--- src/rtl/vga_lite_pkg.sv ---
package vga_lite_pkg;

  // Phases of one raster axis, in the order they occur
  typedef enum logic [1:0] {
    PH_VIS   = 2'd0,
    PH_FRONT = 2'd1,
    PH_PULSE = 2'd2,
    PH_BACK  = 2'd3
  } phase_t;

  localparam int DEC_W = 16;

  // Partial decode: true when every bit set in pat is also set in val.
  // The first count reaching this is pat itself.
  function automatic logic bits_hit(input logic [DEC_W-1:0] val,
                                    input logic [DEC_W-1:0] pat);
    return &(val | ~pat);
  endfunction

endpackage

--- src/rtl/raster_axis.sv ---
module raster_axis
  import vga_lite_pkg::*;
#(
  parameter int TOTAL    = 264,
  parameter int ACTIVE   = 200,
  parameter int SYNC_ON  = 210,
  parameter int SYNC_OFF = 242,
  parameter int W        = $clog2(TOTAL)
) (
  input  logic         clk,
  input  logic         rst,
  input  logic         step,
  output logic [W-1:0] count,
  output logic         visible,
  output logic         sync_n,
  output logic         last
);

  // Each pattern is the count one clock before its boundary
  localparam logic [DEC_W-1:0] PAT_LAST  = DEC_W'(TOTAL - 1);
  localparam logic [DEC_W-1:0] PAT_FRONT = DEC_W'(ACTIVE - 1);
  localparam logic [DEC_W-1:0] PAT_PULSE = DEC_W'(SYNC_ON - 1);
  localparam logic [DEC_W-1:0] PAT_BACK  = DEC_W'(SYNC_OFF - 1);

  phase_t       phase, phase_nxt;
  logic [W-1:0] count_nxt;
  logic         hit_last, hit_front, hit_pulse, hit_back;

  always_comb begin
    hit_last  = bits_hit(DEC_W'(count), PAT_LAST);
    hit_front = bits_hit(DEC_W'(count), PAT_FRONT);
    hit_pulse = bits_hit(DEC_W'(count), PAT_PULSE);
    hit_back  = bits_hit(DEC_W'(count), PAT_BACK);
  end

  assign last = step & hit_last;

  // Each move is tested only from its own predecessor phase, so a later
  // count that happens to match a pattern again does no harm
  always_comb begin
    count_nxt = count;
    phase_nxt = phase;
    if (step) begin
      if (hit_last) begin
        count_nxt = '0;
        phase_nxt = PH_VIS;
      end else begin
        count_nxt = count + 1'b1;
        unique case (phase)
          PH_VIS:   if (hit_front) phase_nxt = PH_FRONT;
          PH_FRONT: if (hit_pulse) phase_nxt = PH_PULSE;
          PH_PULSE: if (hit_back)  phase_nxt = PH_BACK;
          default:  phase_nxt = PH_BACK;
        endcase
      end
    end
  end

  always_ff @(posedge clk) begin
    if (rst) begin
      count  <= '0;
      phase  <= PH_VIS;
      sync_n <= 1'b1;
    end else begin
      count  <= count_nxt;
      phase  <= phase_nxt;
      sync_n <= (phase_nxt != PH_PULSE);
    end
  end

  assign visible = (phase == PH_VIS);


  count_range_chk: assert property (@(posedge clk) disable iff (rst)
    32'(count) < TOTAL);


  count_wrap_chk: assert property (@(posedge clk) disable iff (rst)
    (step && 32'(count) == TOTAL - 1) |=> (count == '0));


  count_hold_chk: assert property (@(posedge clk) disable iff (rst)
    !step |=> $stable(count));


  sync_window_chk: assert property (@(posedge clk) disable iff (rst)
    sync_n == !(32'(count) >= SYNC_ON && 32'(count) < SYNC_OFF));


  visible_window_chk: assert property (@(posedge clk) disable iff (rst)
    visible == (32'(count) < ACTIVE));


  reset_state_chk: assert property (@(posedge clk)
    rst |=> (count == '0 && sync_n && visible));

endmodule

--- src/rtl/vga_lite_timing.sv ---
module vga_lite_timing #(
  parameter int H_TOTAL    = 264,
  parameter int H_ACTIVE   = 200,
  parameter int H_SYNC_ON  = 210,
  parameter int H_SYNC_OFF = 242,
  parameter int V_TOTAL    = 264,
  parameter int V_ACTIVE   = 200,
  parameter int V_SYNC_ON  = 210,
  parameter int V_SYNC_OFF = 242,
  parameter int HW         = $clog2(H_TOTAL),
  parameter int VW         = $clog2(V_TOTAL)
) (
  input  logic          clk,
  input  logic          rst,
  output logic          hsync_n,
  output logic          vsync_n,
  output logic          video_on,
  output logic [HW-1:0] px_x,
  output logic [VW-1:0] px_y
);

  logic h_vis, v_vis, h_last, v_last;

  raster_axis #(
    .TOTAL(H_TOTAL), .ACTIVE(H_ACTIVE),
    .SYNC_ON(H_SYNC_ON), .SYNC_OFF(H_SYNC_OFF), .W(HW)
  ) u_hor (
    .clk(clk), .rst(rst), .step(1'b1),
    .count(px_x), .visible(h_vis), .sync_n(hsync_n), .last(h_last)
  );

  raster_axis #(
    .TOTAL(V_TOTAL), .ACTIVE(V_ACTIVE),
    .SYNC_ON(V_SYNC_ON), .SYNC_OFF(V_SYNC_OFF), .W(VW)
  ) u_ver (
    .clk(clk), .rst(rst), .step(h_last),
    .count(px_y), .visible(v_vis), .sync_n(vsync_n), .last(v_last)
  );

  assign video_on = h_vis & v_vis;


  frame_wrap_chk: assert property (@(posedge clk) disable iff (rst)
    v_last |=> (px_x == '0 && px_y == '0));


  row_step_chk: assert property (@(posedge clk) disable iff (rst)
    (h_last && !v_last) |=> (px_y == $past(px_y) + 1'b1));

endmodule

--- config.mk ---
export PLATFORM = sky130hd
export DESIGN_NAME = vga_lite_timing
export DESIGN_NICKNAME = d
export VERILOG_FILES = /design/src/rtl/vga_lite_pkg.sv /design/src/rtl/raster_axis.sv /design/src/rtl/vga_lite_timing.sv
export SDC_FILE = /design/constraint.sdc
export NUM_CORES = 1
export LEC_CHECK = 0
export ABC_AREA = 0
export BUFFER_PORTS_ARGS = -buffer_cell sky130_fd_sc_hd__buf_2
export CAP_MARGIN = 20
export CELL_PAD_IN_SITES_DETAIL_PLACEMENT = 0
export CELL_PAD_IN_SITES_GLOBAL_PLACEMENT = 1
export CORE_AREA = 3 3 64 66
export DETAILED_ROUTE_END_ITERATION = 16
export DIE_AREA = 0 0 67 69
export PLACE_DENSITY = 0.73
export SYNTH_ARGS = -nofsm -noshare
export SYNTH_HDL_FRONTEND = slang
export SYNTH_SLANG_ARGS = --single-unit
--- constraint.sdc ---
create_clock -name clk -period 1.4 [get_ports clk]
set_input_delay 0.14 -clock clk [delete_from_list [all_inputs] [get_ports clk]]
set_output_delay 0.14 -clock clk [all_outputs]
set_load 0.1 [all_outputs]
# After elaboration in Yosys (flattened, before gate mapping)
# Cells that the tools add are included.
# totals
regBits	24
input_bits	2
word_cells	38
# op_classes
addsub	2
n_eq_ne	6
mux	12
bitwise_logic	1
reduce_logical	11
# op_table
cell	count
AND reduction 5 bit	4
adder 9 x 1 -> 9 bit (second input constant)	2
two-way mux 2 bit	9
AND reduction 4 bit	4
one-hot mux 2 bit (3 select lines)	2
two-way mux 9 bit	1
equality test 2 x 1 -> 1 bit (second input constant)	2
equality test 2 bit (second input constant)	2
zero test 2 bit	2
inequality test 2 bit (second input constant)	2
OR reduction 2 bit	1
bitwise AND 1 bit	1

# Depth between registers and ports, before layout
# logic_depth
ltp_word	6
mapped_depth	5
ltp_nobuf	5

# By module
# Synthesis repeated with hierarchy kept, for this count alone.
# hier_totals
cells_unflattened	120
hier_area_um2	1078.5
# modules_own_cells
mod	instances	cells_each	area_each_um2	seq_area_each_um2
raster_axis	2	59	534.3	240.2
vga_lite_timing	1	2	10.0	0.0

# Worst setup path after synthesis
# OpenSTA, ideal clock, no wires.
# synth_path
kind	register to output
start	register u_ver.phase[1]
end	output video_on
arrival_ns	3.281
required_ns	1.260
path_slack_ns	-2.021
stages_incl_launch_ff	2
n_path_buf	0
path_cell_list	dfxtp_1 > nor4_1
# synth_between
elab_chain_cells	2
# synth_rtl
item	line_no	rtl
from (decl)	raster_axis.sv:25	phase_t phase, phase_nxt;
from (signal assigned)	raster_axis.sv:66	phase <= phase_nxt;
zero test 2 bit	raster_axis.sv:71	assign visible = (phase == PH_VIS);
bitwise AND 1 bit	vga_lite_timing.sv:40	assign video_on = h_vis & v_vis;
to (decl)	vga_lite_timing.sv:17	output logic video_on,
# No other way between the ends.

# Final worst setup path
# layout_path
start	register u_ver.count[0]
end	register u_ver.sync_n
# layout_between
elab_chain_cells	6
# layout_rtl
item	line_no	rtl
from (decl)	raster_axis.sv:13	output logic [W-1:0] count,
from (signal assigned)	raster_axis.sv:65	count <= count_nxt;
AND reduction 5 bit / AND reduction 4 bit (equally long branches)	vga_lite_pkg.sv:17	return &(val | ~pat);
two-way mux 2 bit (on tied branches)	raster_axis.sv:52, raster_axis.sv:50, raster_axis.sv:51	
one-hot mux 2 bit (3 select lines)	raster_axis.sv:49	unique case (phase)
two-way mux 2 bit (*)	raster_axis.sv:44	if (hit_last) begin
two-way mux 2 bit (*)	raster_axis.sv:43	if (step) begin
inequality test 2 bit (*)	raster_axis.sv:67	sync_n <= (phase_nxt != PH_PULSE);
to (signal assigned)	raster_axis.sv:67	
to (decl)	raster_axis.sv:15	output logic sync_n,
# Mark *: on every way between the ends. The rest lies on a longest branch, timed or not.
# A chain may end at the register's enable or synchronous reset.

==> impl_metrics.ini <==
[cells_and_area]
final_nets = 148
finalNonFillerCells = 191
final_cell_mix = buf_2, nor2_1, dfxtp_4
final_common_cell = buf_2
fillers = 374
n_antenna_cell = 0
drive_gt1_share_pct = 44.1
area_delta_synth_final_pct = 36.6

[logic_synthesis]
synth.net_count = 121
synth.top_cell.area_share_pct = 45.4
synth_xor_area_share_pct = 9.94
netlist_instances = 117
seq_area_frac_synth_pct = 45.4
synth_top_family_by_area = simple AND/OR/NAND/NOR gates
ys_types = 31
synth.area.mux_share_pct = 0.947
yosys.area_share.simple_pct = 29.1
synth_ff_type = dfxtp_1
synth.avg_cell_area_um2 = 9.04
synth_seq_cells = 24
synth_edf_count = 0
netlist_area_um2 = 1060
synth-compound-area-share_pct = 9.59
synth_area_leaders = dfxtp_1, nor2_1, xnor2_1
synth_fa_ha_area_share_pct = 2.37
yosys_warnings = 0
async_reset_ff_share_pct = 0
yosys.area.top_type = dfxtp_1

[die]
die_x_um = 67
core_area_um2 = 3630
dieArea_um2 = 4620
pin_count = 23
die_h_um = 69
start_util_pct = 29.1
rows = 22

[clock_tree]
cts-resized-gates = 0
cts_buffers = 3
worstSkewPairLatency_ns = 0.26
cts.reportedPaths.clkPinSlew_ns = 0.09
cts_max_level = 1
cts_root_buffer = clkbuf_8
cts_tree = done
cts_setup_buffers = 0
numClockSinks = 24
cts_buffer_depth = 2
cts_hold_buf = 0

[power_and_ir_drop]
p_total_mw = 1.24
vdd_drop_max_v = 0.000343
power.leakage_nw = 0.546
power_density_nw_per_um2 = 858

[worst_setup_path]
rr_worst_depth = 5
cpLargestDelayFamily = compound AO/OA/AOI/OAI gates
r2r_start = u_ver.count[0]
r2r_setup_slack_ns = 0.05
crit_path_end_kind = register
critPathBufInv = 0
crit_chain = ha_4 > nor4bb_2 > a32o_1 > o21ai_2 > nand3_1
slowest_stage = dfxtp_4
start_kind = register
timing.rr.end = u_ver.sync_n
crit_arrival_ns = 1.50
setup.worst_path.start = u_ver.count[0]
max_stage_delay_ns = 0.39
crit_fanout = 7
crit_type = register to register
worstPathRequired_ns = 1.55

[min_path]
worstHoldStart = rst
min_path_cells = 2
hp-class = input port to register
hold_end = u_ver.count[1]

[sta]
finClkSkew_ns = 0.00568
maxSlewHeadroom_pct = 67.2
max_freq_mhz = 741
fin_crit_sh_pct = 96.3
period_needed_ns = 1.35
finalHoldViolations = 0
tightest_slew_ns = 0.496
finalMaxSlewViolations = 0
finalSetupViolations = 0

[routing]
postRouteAntennaNets = 0
drtIter0Drc = 54
drt-pass1-iter-count = 4
via_per_inst = 4.79
wirelength_mm = 2.44
drt-wirelength-per-cell_um = 12.8
drc_errors = 0
vias = 914

[placed_design]
dp_hpwl_mm = 1.89
port_buffers = 22
gp_congestion = 0.824
place_inst = 187

[global_route]
grt_overflow = 0
grt_max_degree = 14
grt_pass1_vias = 913
track_usage_pct = 11.7
grt_pass1_wl_mm = 4.36
grt_antenna_before_repair = 0

[status]
status = completed

[flow_run]
cap_violations = 0
## cell usage after synthesis (all sizes together) (3+ instances only)
| cell | instances |
|---|---|
| nor2 | 21 |
| xnor2 | 6 |
| xor2 | 6 |
| nand3 | 8 |
| a21oi | 5 |
| o21ai | 4 |
| nor4 | 3 |
| nand4 | 5 |
| dfxtp | 24 |
| and3 | 3 |
| nand2 | 8 |
| inv | 4 |
| a31oi | 3 |
## metrics by stage
step	setup TNS [ns]	area (µm²)	worst slack, ns	util (%)	hold slack (ns)
floorplan	-0.197	1190	-0.178	-	0.199
CTS	0	1420	0.0538	39.2	0.134
finish	0	1440	0.0513	39.7	0.140
global route	-0.00540	1440	-0.00540	39.7	0.130
detailed placement	0	1370	0.0648	37.7	0.420
global placement	0	1370	0.0903	37.7	0.431
## how the worst max path moves through the flow
stage / slack, ns / cells after the start / endpoint
after floorplan: -0.18 / 1 / video_on
after global placement: 0.09 / 5 / u_ver.sync_n
after detailed placement: 0.06 / 4 / u_hor.sync_n
after CTS: 0.05 / 4 / u_hor.sync_n
after global routing: -0.005 / 5 / u_ver.phase[0]
final: 0.05 / 5 / u_ver.sync_n
## report_power, final
part           switching [mW]  internal (mW)
registers              0.0117          0.665
clock network           0.213          0.251
logic                  0.0765         0.0212
## routing by layer
metal | vias up | GRT usage [%] | wire [µm]
met5 | - | 0 | 0
met4 | 0 | 4.28 | 29
met3 | 2 | 1.47 | 54
met2 | 9 | 18.9 | 1250
met1 | 436 | 15.8 | 1100
li1 | 467 | - | -
## flip-flops by register name, indices dropped and copies added, names as in the netlist
| register | cells |
|---|---|
| u_hor.count | 9 |
| u_ver.count | 9 |
| u_hor.phase | 2 |
| u_ver.phase | 2 |
| u_hor.sync_n | 1 |
| u_ver.sync_n | 1 |
## area by class of cell
class,count,area (µm²),area share [%]
multi-input combinational,87,631,43.7
clock buffer,4,55.1,3.81
inverter,4,15.0,1.04
sequential,24,543,37.6
tap,48,60.1,4.16
timing repair buffer,24,140,9.71
## cell families after synthesis
group                    Yosys count
AND/OR/NAND/NOR                   56
flip-flops                        24
AO/OA/AOI/OAI                     16
XOR/XNOR                          12
buffers and inverters              6
adder cells (fa/ha/maj)            2
multiplexers                       1
(Power assumes the default switching activity.)
